--- config.mk ---
export PLATFORM = sky130hd
export DESIGN_NAME = addr_window_mapper
export DESIGN_NICKNAME = d
export VERILOG_FILES = /design/src/rtl/awm_pkg.sv /design/src/rtl/awm_table.sv /design/src/rtl/awm_xlate.sv /design/src/rtl/addr_window_mapper.sv
export SDC_FILE = /design/constraint.sdc
export NUM_CORES = 1
export LEC_CHECK = 0
export BUFFER_PORTS_ARGS = -buffer_cell sky130_fd_sc_hd__buf_4
export CORE_MARGIN = 2
export CORE_UTILIZATION = 50
export CTS_CLUSTER_SIZE = 20
export DETAILED_ROUTE_END_ITERATION = 16
export PLACE_DENSITY = 0.72
export SLEW_MARGIN = 20
export SYNTH_ARGS = -nofsm -noshare
export SYNTH_HDL_FRONTEND = slang
export SYNTH_HIERARCHICAL = 1
export SYNTH_SLANG_ARGS = --single-unit
export TNS_END_PERCENT = 1
--- constraint.sdc ---
create_clock -name clk -period 2.55 [get_ports clk]
set_input_delay 0.51 -clock clk [delete_from_list [all_inputs] [get_ports clk]]
set_output_delay 0.51 -clock clk [all_outputs]
set_load 0.005 [all_outputs]
--- src/rtl/awm_pkg.sv ---
// Package awm_pkg
// Shared widths and types for the address window mapper.
// Assumes the processor address splits into a window index and an offset.
package awm_pkg;
    localparam int CPU_AW  = 16;
    localparam int OFS_W   = 12;
    localparam int FRAME_W = 12;
    localparam int IDX_W   = CPU_AW - OFS_W;
    localparam int SLOTS   = 1 << IDX_W;
    localparam int PHYS_AW = FRAME_W + OFS_W;

    typedef logic [FRAME_W-1:0] frame_t;
    typedef logic [IDX_W-1:0]   idx_t;
endpackage

--- src/rtl/awm_table.sv ---
// Module awm_table
// Register file of frame numbers, one per window.
// Synchronous active-low reset loads the identity mapping (slot i -> i).
// Assumes FRAME_W >= IDX_W so the identity value fits.
// It has one write port and two combinational read ports:
// one for translation and one for the configuration readback.
module awm_table
    import awm_pkg::*;
#(
    parameter int N_SLOT = SLOTS,
    parameter int SEL_W  = IDX_W,
    parameter int DW     = FRAME_W
) (
    input  logic             clk,
    input  logic             rst_n,
    input  logic             we,
    input  logic [SEL_W-1:0] wsel,
    input  logic [DW-1:0]    wdata,
    input  logic [SEL_W-1:0] xsel,
    output logic [DW-1:0]    xdata,
    input  logic [SEL_W-1:0] rsel,
    output logic [DW-1:0]    rdata
);
    logic [DW-1:0] slot_q [N_SLOT];

    genvar g;
    generate
        for (g = 0; g < N_SLOT; g++) begin : g_slot
            // Per slot: reset to identity index, else capture on a matching write.
            always_ff @(posedge clk) begin
                if (!rst_n)
                    slot_q[g] <= DW'(g);
                else if (we && (wsel == SEL_W'(g)))
                    slot_q[g] <= wdata;
            end
        end
    endgenerate

    // Translation read port.
    always_comb xdata = slot_q[xsel];

    // Configuration readback port.
    always_comb rdata = slot_q[rsel];

    // after a reset edge every slot holds its own index.
    genvar a;
    generate
        for (a = 0; a < N_SLOT; a++) begin : g_chk
            a_r4_identity_after_reset: assert property (
                @(posedge clk) !rst_n |=> (slot_q[a] == DW'(a)));
            // a slot not addressed by a write keeps its value.
            a_r6_unselected_stable: assert property (
                @(posedge clk) disable iff (!rst_n)
                !(we && wsel == SEL_W'(a)) |=> $stable(slot_q[a]));
        end
    endgenerate
endmodule

--- src/rtl/awm_xlate.sv ---
// Module awm_xlate
// Combinational address composer.
// With enable high it joins the frame number and the offset.
// With enable low it zero-extends the processor address.
// Assumes the frame comes from the table slot chosen by the index bits.
module awm_xlate
    import awm_pkg::*;
(
    input  logic [CPU_AW-1:0]  addr,
    input  logic               en,
    input  frame_t             frame,
    output logic [PHYS_AW-1:0] paddr
);
    // Choose between mapped and bypass address.
    always_comb begin
        if (en)
            paddr = {frame, addr[OFS_W-1:0]};
        else
            paddr = PHYS_AW'(addr);
    end

    // the offset passes through unchanged in both modes.
    a_r1_offset_pass: assert final (paddr[OFS_W-1:0] == addr[OFS_W-1:0]);
    // bypass has zero upper bits above the processor address.
    a_r3_bypass_zero: assert final (en || paddr[PHYS_AW-1:CPU_AW] == '0);
endmodule

--- src/rtl/addr_window_mapper.sv ---
// Module addr_window_mapper (top)
// Extends a 16-bit processor address to 24 bits through a 16-slot table
// of 12-bit frame numbers that software can program.
// Only the table writes are clocked; translation is combinational.
// Assumes a synchronous active-low reset.
module addr_window_mapper
    import awm_pkg::*;
(
    input  logic               clk,
    input  logic               rst_n,
    input  logic [CPU_AW-1:0]  cpu_addr,
    input  logic               map_en,
    input  logic [IDX_W-1:0]   cfg_sel,
    input  logic               cfg_we,
    input  logic [FRAME_W-1:0] cfg_wdata,
    output logic [FRAME_W-1:0] cfg_rdata,
    output logic [PHYS_AW-1:0] phys_addr
);
    frame_t xl_frame;
    idx_t   win_idx;

    // Window index taken from the top address bits.
    always_comb win_idx = cpu_addr[CPU_AW-1:OFS_W];

    awm_table u_table (
        .clk   (clk),
        .rst_n (rst_n),
        .we    (cfg_we),
        .wsel  (cfg_sel),
        .wdata (cfg_wdata),
        .xsel  (win_idx),
        .xdata (xl_frame),
        .rsel  (cfg_sel),
        .rdata (cfg_rdata)
    );

    awm_xlate u_xlate (
        .addr  (cpu_addr),
        .en    (map_en),
        .frame (xl_frame),
        .paddr (phys_addr)
    );

    // a write is visible at readback on the next cycle if the select is held.
    a_r5_write_visible: assert property (
        @(posedge clk) disable iff (!rst_n)
        (cfg_we && !$isunknown(cfg_sel)) ##1 (rst_n && $stable(cfg_sel))
        |-> cfg_rdata == $past(cfg_wdata));
    // the mapped upper bits equal the readback when both select the same slot.
    a_r2_frame_matches: assert property (
        @(posedge clk) disable iff (!rst_n)
        (map_en && cfg_sel == win_idx) |-> phys_addr[PHYS_AW-1:OFS_W] == cfg_rdata);
endmodule

[Word level (Yosys, flattened, before mapping)]
Memory sizes are Yosys's and may differ from the RTL's.
Index checks and enable logic that the tools add are counted.
Word-level totals
  register bits: 0
  memory bits (writable): 192
  bits of input ports: 36
  word-level logic and storage cells: 115
  memories: 1
Memory list
  u_table.slot_q: words 16, width 12, rd ports 2, clocked after Yosys merged registers in 0, wr ports 16, line awm_table.sv:24  | logic [DW-1:0] slot_q [N_SLOT];
Cells by class
  equal/unequal tests: 15
  mux-type cells: 66
  bitwise logic cells: 16
  reductions and logical operators: 17
Operator list (count)
  $mux W12: 16
  $mux W1: 49
  $eq A4 B4 Y1 const B: 8
  $mux W24: 1
  $eq A4 B3 Y1 const B: 4
  $logic_and A1 B1 Y1: 16
  $or A1 B1 Y1: 16
  $eq A4 B2 Y1 const B: 2
  $eq A4 B1 Y1 const B: 1
  $logic_not A4 Y1: 1

[Logic depth before layout (Yosys ltp)]
  depth in word-level cells: 6
  mapped depth: 6

[Modules after synthesis]
The synthesis kept the hierarchy.
By module, submodules not included
  awm_table: times used 1, cells each 660, area each 10291.1 um^2
  awm_xlate: times used 1, cells each 25, area each 211.5 um^2

[Worst setup path before layout]
OpenSTA, ideal clock, no wires.
  path kind: in2reg
  start: input cfg_we
  end: memory u_table/slot_q[1][0] in the netlist's numbering (enable)
  data arrival time: 1.967 ns
  required time: 2.152 ns
  path slack: 0.186 ns
  stages: 3
  cells stage by stage: buf_2 or3b_1 o21ai_0
RTL lines
  from (decl): line addr_window_mapper.sv:14  | input logic cfg_we,
  to (decl): line awm_table.sv:24

[Worst setup path in the final report]
  start: input cpu_addr[12]
  end: output phys_addr[21]
Between the ends
  word-level cells in the longest chain between the ends: 2
RTL lines
  from (decl): line addr_window_mapper.sv:11  | input logic [CPU_AW-1:0] cpu_addr,
  $mem_v2 Z16 W12
  via xl_frame[9]: line addr_window_mapper.sv:19  | frame_t xl_frame;
  $mux W24: line awm_xlate.sv:16  | if (en)
  to (decl): line addr_window_mapper.sv:17  | output logic [PHYS_AW-1:0] phys_addr
The timed path passes the listed nets, and every way through them passes these cells.

==> parameters.txt <==
Parameter                              Value

Placement
  Area post-placement    11500 um^2
  Total half-perimeter wirelength after legalization and detailed placement    19.2 mm
  Count of input and output buffers    47
  Gpl congestion    0.876

Finish
  Number of flip-flops under the largest register name    192
  Share of cells above drive strength 1    34.7%
  Filler instances    1613
  Regs by FF count    u_table/slot_q (192)
  Area delta synth->final    17.4%
  Final layout net count    802
  Register with the most flip-flops    u_table/slot_q
  Antenna Cells    0
  Post-route cell area    12300 um^2
  Final cell utilization of the core    59.2%

Pwr
  Sw frac    24.0%
  Combinational share of power    14.5%
  Max VDD drop    0.416 mV
  Net switching power figure    1.79 mW
  Sequential fraction of design power    50.5%
  Overall power    7.45 mW
  Power Internal    5.66 mW
  Clk pwr share    35.0%
  P_leak    4.41 nW
  Power per cell area    604 nW/um^2

Clocking
  Clk sinks    192
  Clock-pin transition on the worst setup and hold timing paths    70 ps
  Number of CTS-inserted buffers    17
  Root Buffer    sky130_fd_sc_hd__clkbuf_16
  Htree depth    4
  Bufs on Longest Clock Path    2
  Cts-stage hold buffer count    0
  CTS tree    done

Floorplanning
  Number of core rows    53
  Die X    149 um
  Core region area    20800 um^2
  Starting density of the core    50.4%
  Die height    149 um
  I/O pin cnt    72
  Floorplan die area    22200 um^2

Synth
  Synthesis-stage register bit count    192
  Synth Net Count    721
  Warnings, synthesis    6
  Post-Syn Instances    685
  Average size of a mapped cell    15.3 um^2
  Sequential share of the synthesized area    54.9%
  Cell area after synthesis    10500 um^2
  Distinct cell type count of the synthesized netlist    26

STA
  Final Critical Period    2600 ps
  Setup repair after global routing missed its margin    true
  Max-slew headroom at the worst pin    33.1%
  Max-slew violation count    0
  Upper clock frequency limit    385 MHz
  Slew at the pin closest to its max-slew limit    1000 ps
  Count of final setup violators    4
  Final Hold Vio Count    0
  Post-route setup TNS    -89.6 ps
  Fraction of the cycle the final worst path needs    102%
  Worst slack on hold paths    472 ps
  PnR worst setup slack    -49.3 ps

Drt
  Number of design-rule violations left by the first detailed-router iteration    756
  Routed WL per cell    27.2 um
  Number of remaining DRC errors    0
  Final ANT Viol Nets    0
  Pre-antenna DRT Iters    5
  Via density per instance    6.45
  Via count of the routed design    6794
  Detailed Route WL    28.7 mm

Hold path
  Hold path cells    2
  Min-Delay Path Class    in -> reg
  Worst Hold End    u_table/slot_q[3][6]$_SDFFCE_PN0P_
  Source of the worst hold timing path    cfg_wdata[6]

Critical path
  Path type of the worst setup path    in -> out
  Largest fanout of any net on the critical path    11
  Crit path launch type    input pin
  Data required time of the critical path    2040 ps
  Endpoint arrival time on the critical path    2090 ps
  Endpoint class of the critical path    output port

Global routing
  Remaining global-route overflow    0
  Antenna violations before repair    0
  First-pass GRT wire length    42.4 mm
  GRT Resource Usage Total    26.5%
  Vias in the first global route    7017
  Pin count of the biggest net entering global routing    34

Outcome
  Run status    finished, violations left
  Violated checks    negative setup slack

Job
  Max Cap Violations    0
==> cells in the mapped netlist <==
cell type                     n  area [um^2]
sky130_fd_sc_hd__nand2_1     25         93.8
sky130_fd_sc_hd__clkbuf_1    38          143
sky130_fd_sc_hd__nand3b_1     2         15.0
sky130_fd_sc_hd__or2_1        1         6.26
sky130_fd_sc_hd__nand3_1      1         5.00
sky130_fd_sc_hd__mux2_2       2         22.5
sky130_fd_sc_hd__nor2_1      18         67.6
sky130_fd_sc_hd__nor2b_1      4         25.0
sky130_fd_sc_hd__buf_6        3         33.8
sky130_fd_sc_hd__a22oi_1     48          360
sky130_fd_sc_hd__edfxtp_1   192         5770
sky130_fd_sc_hd__o21ai_0     16         80.1
sky130_fd_sc_hd__buf_4       12         90.1
sky130_fd_sc_hd__mux4_2      60         1350
sky130_fd_sc_hd__nand4bb_1    1         11.3
sky130_fd_sc_hd__buf_2       12         60.1
sky130_fd_sc_hd__buf_12       4         80.1
sky130_fd_sc_hd__and2_2       6         45.0
sky130_fd_sc_hd__nand2b_1     2         12.5
sky130_fd_sc_hd__or3b_1       1         8.76
sky130_fd_sc_hd__mux4_1      36          946
sky130_fd_sc_hd__and2_1     164         1030
sky130_fd_sc_hd__nand4_1      1         6.26
sky130_fd_sc_hd__nand4b_1     2         17.5
sky130_fd_sc_hd__or3_1       32          200
sky130_fd_sc_hd__mux2_4       2         30.0
==> cell usage in the layout, fill, tap and decap left out, types with 2 or more instances in the layout <==
cell,netlist,layout
sky130_fd_sc_hd__or3_1,32,32
sky130_fd_sc_hd__mux4_2,60,69
sky130_fd_sc_hd__o21ai_1,0,16
sky130_fd_sc_hd__buf_6,3,11
sky130_fd_sc_hd__edfxtp_1,192,192
sky130_fd_sc_hd__mux2_4,2,4
sky130_fd_sc_hd__buf_4,12,106
sky130_fd_sc_hd__buf_12,4,12
sky130_fd_sc_hd__nor2b_2,0,3
sky130_fd_sc_hd__and2_1,164,164
sky130_fd_sc_hd__nor2_2,0,2
sky130_fd_sc_hd__inv_6,0,2
sky130_fd_sc_hd__nand2b_1,2,2
sky130_fd_sc_hd__a22oi_1,48,25
sky130_fd_sc_hd__mux4_1,36,27
sky130_fd_sc_hd__bufinv_16,0,2
sky130_fd_sc_hd__clkbuf_16,0,17
sky130_fd_sc_hd__clkinvlp_4,0,2
sky130_fd_sc_hd__and2_2,6,4
sky130_fd_sc_hd__a22oi_2,0,23
sky130_fd_sc_hd__nor2_1,18,16
sky130_fd_sc_hd__and2_4,0,2
sky130_fd_sc_hd__clkinv_1,0,3
sky130_fd_sc_hd__clkinv_4,0,2
sky130_fd_sc_hd__nand4b_1,2,2
sky130_fd_sc_hd__clkbuf_1,38,2
sky130_fd_sc_hd__nand2_2,0,4
sky130_fd_sc_hd__nand2_1,25,21
sky130_fd_sc_hd__nand3b_1,2,2
==> how the worst max path moves through the flow <==
| stage | startpoint | end | slack [ps] | cells after the start |
|---|---|---|---|---|
| floorplan | cfg_we | u_table/slot_q[1][0]$_SDFFCE_PN1P_ | 190 | 3 |
| global placement | cfg_sel[2] | cfg_rdata[10] | -320 | 6 |
| detailed placement | cpu_addr[12] | phys_addr[15] | -220 | 7 |
| CTS | u_table/slot_q[11][3]$_SDFFCE_PN1P_ | phys_addr[15] | -40 | 5 |
| global route | cpu_addr[12] | phys_addr[21] | -60 | 8 |
| finish | cpu_addr[12] | phys_addr[21] | -50 | 7 |
==> cell type report <==
class | instances | area [um^2] | area share (%)
clock inverters | 13 | 138 | 1.12
multi-input cells | 424 | 4450 | 36.1
clock buffers | 19 | 433 | 3.51
repair buffers | 131 | 1200 | 9.75
flip-flops and latches | 192 | 5770 | 46.7
well taps | 275 | 344 | 2.79
==> cells by family (layout without fill, tap and decap cells) <==
logic type | after synthesis | count (layout) | synth area share [%]
AO/OA/AOI/OAI | 64 | 64 | 4.19
buffers and inverters | 69 | 163 | 3.87
flip-flops | 192 | 192 | 54.9
multiplexers | 100 | 100 | 22.4
AND/OR/NAND/NOR | 260 | 260 | 14.7
==> routing by layer <==
layer | track usage, % | routed length, um
met1 | 35.8 | 11000
met3 | 5.44 | 2640
met5 | 0 | 0
met2 | 42.6 | 14200
met4 | 10.3 | 875
==> repair_timing <==
action / CTS / global route
buffers inserted: 2 / 0
cloned: 1 / 0
endpoints found under the hold margin: 0 / 0
endpoints found under the setup margin: 15 / 21
resized for setup: 41 / 20
pin swaps: 12 / 7
==> critical path: stages <==
cell and delay (ps):
sky130_fd_sc_hd__buf_12 120, sky130_fd_sc_hd__buf_6 200, sky130_fd_sc_hd__mux4_1 590, sky130_fd_sc_hd__a22oi_1 230
sky130_fd_sc_hd__nand2_1 100, sky130_fd_sc_hd__and2_2 200, sky130_fd_sc_hd__buf_4 130
==> through the flow <==
step | setup slack (ps) | instances
global route | -64.3 | 1054
CTS | -42.6 | 1054
global placement | -319 | 1019
detailed placement | -222 | 1019
floorplan | 186 | 685
finish | -49.3 | 1054
==> power groups by stage <==
stage,registers [mW],logic [mW],clock network [mW]
2_1_floorplan,3.78,0.595,0
3_3_place_gp,3.80,0.982,0
3_5_place_dp,3.82,1.00,0
4_1_cts,3.76,1.05,2.63
5_1_grt,3.78,1.13,2.75
6_report,3.76,1.08,2.61
No activity file was read; power rests on OpenSTA's default activity.
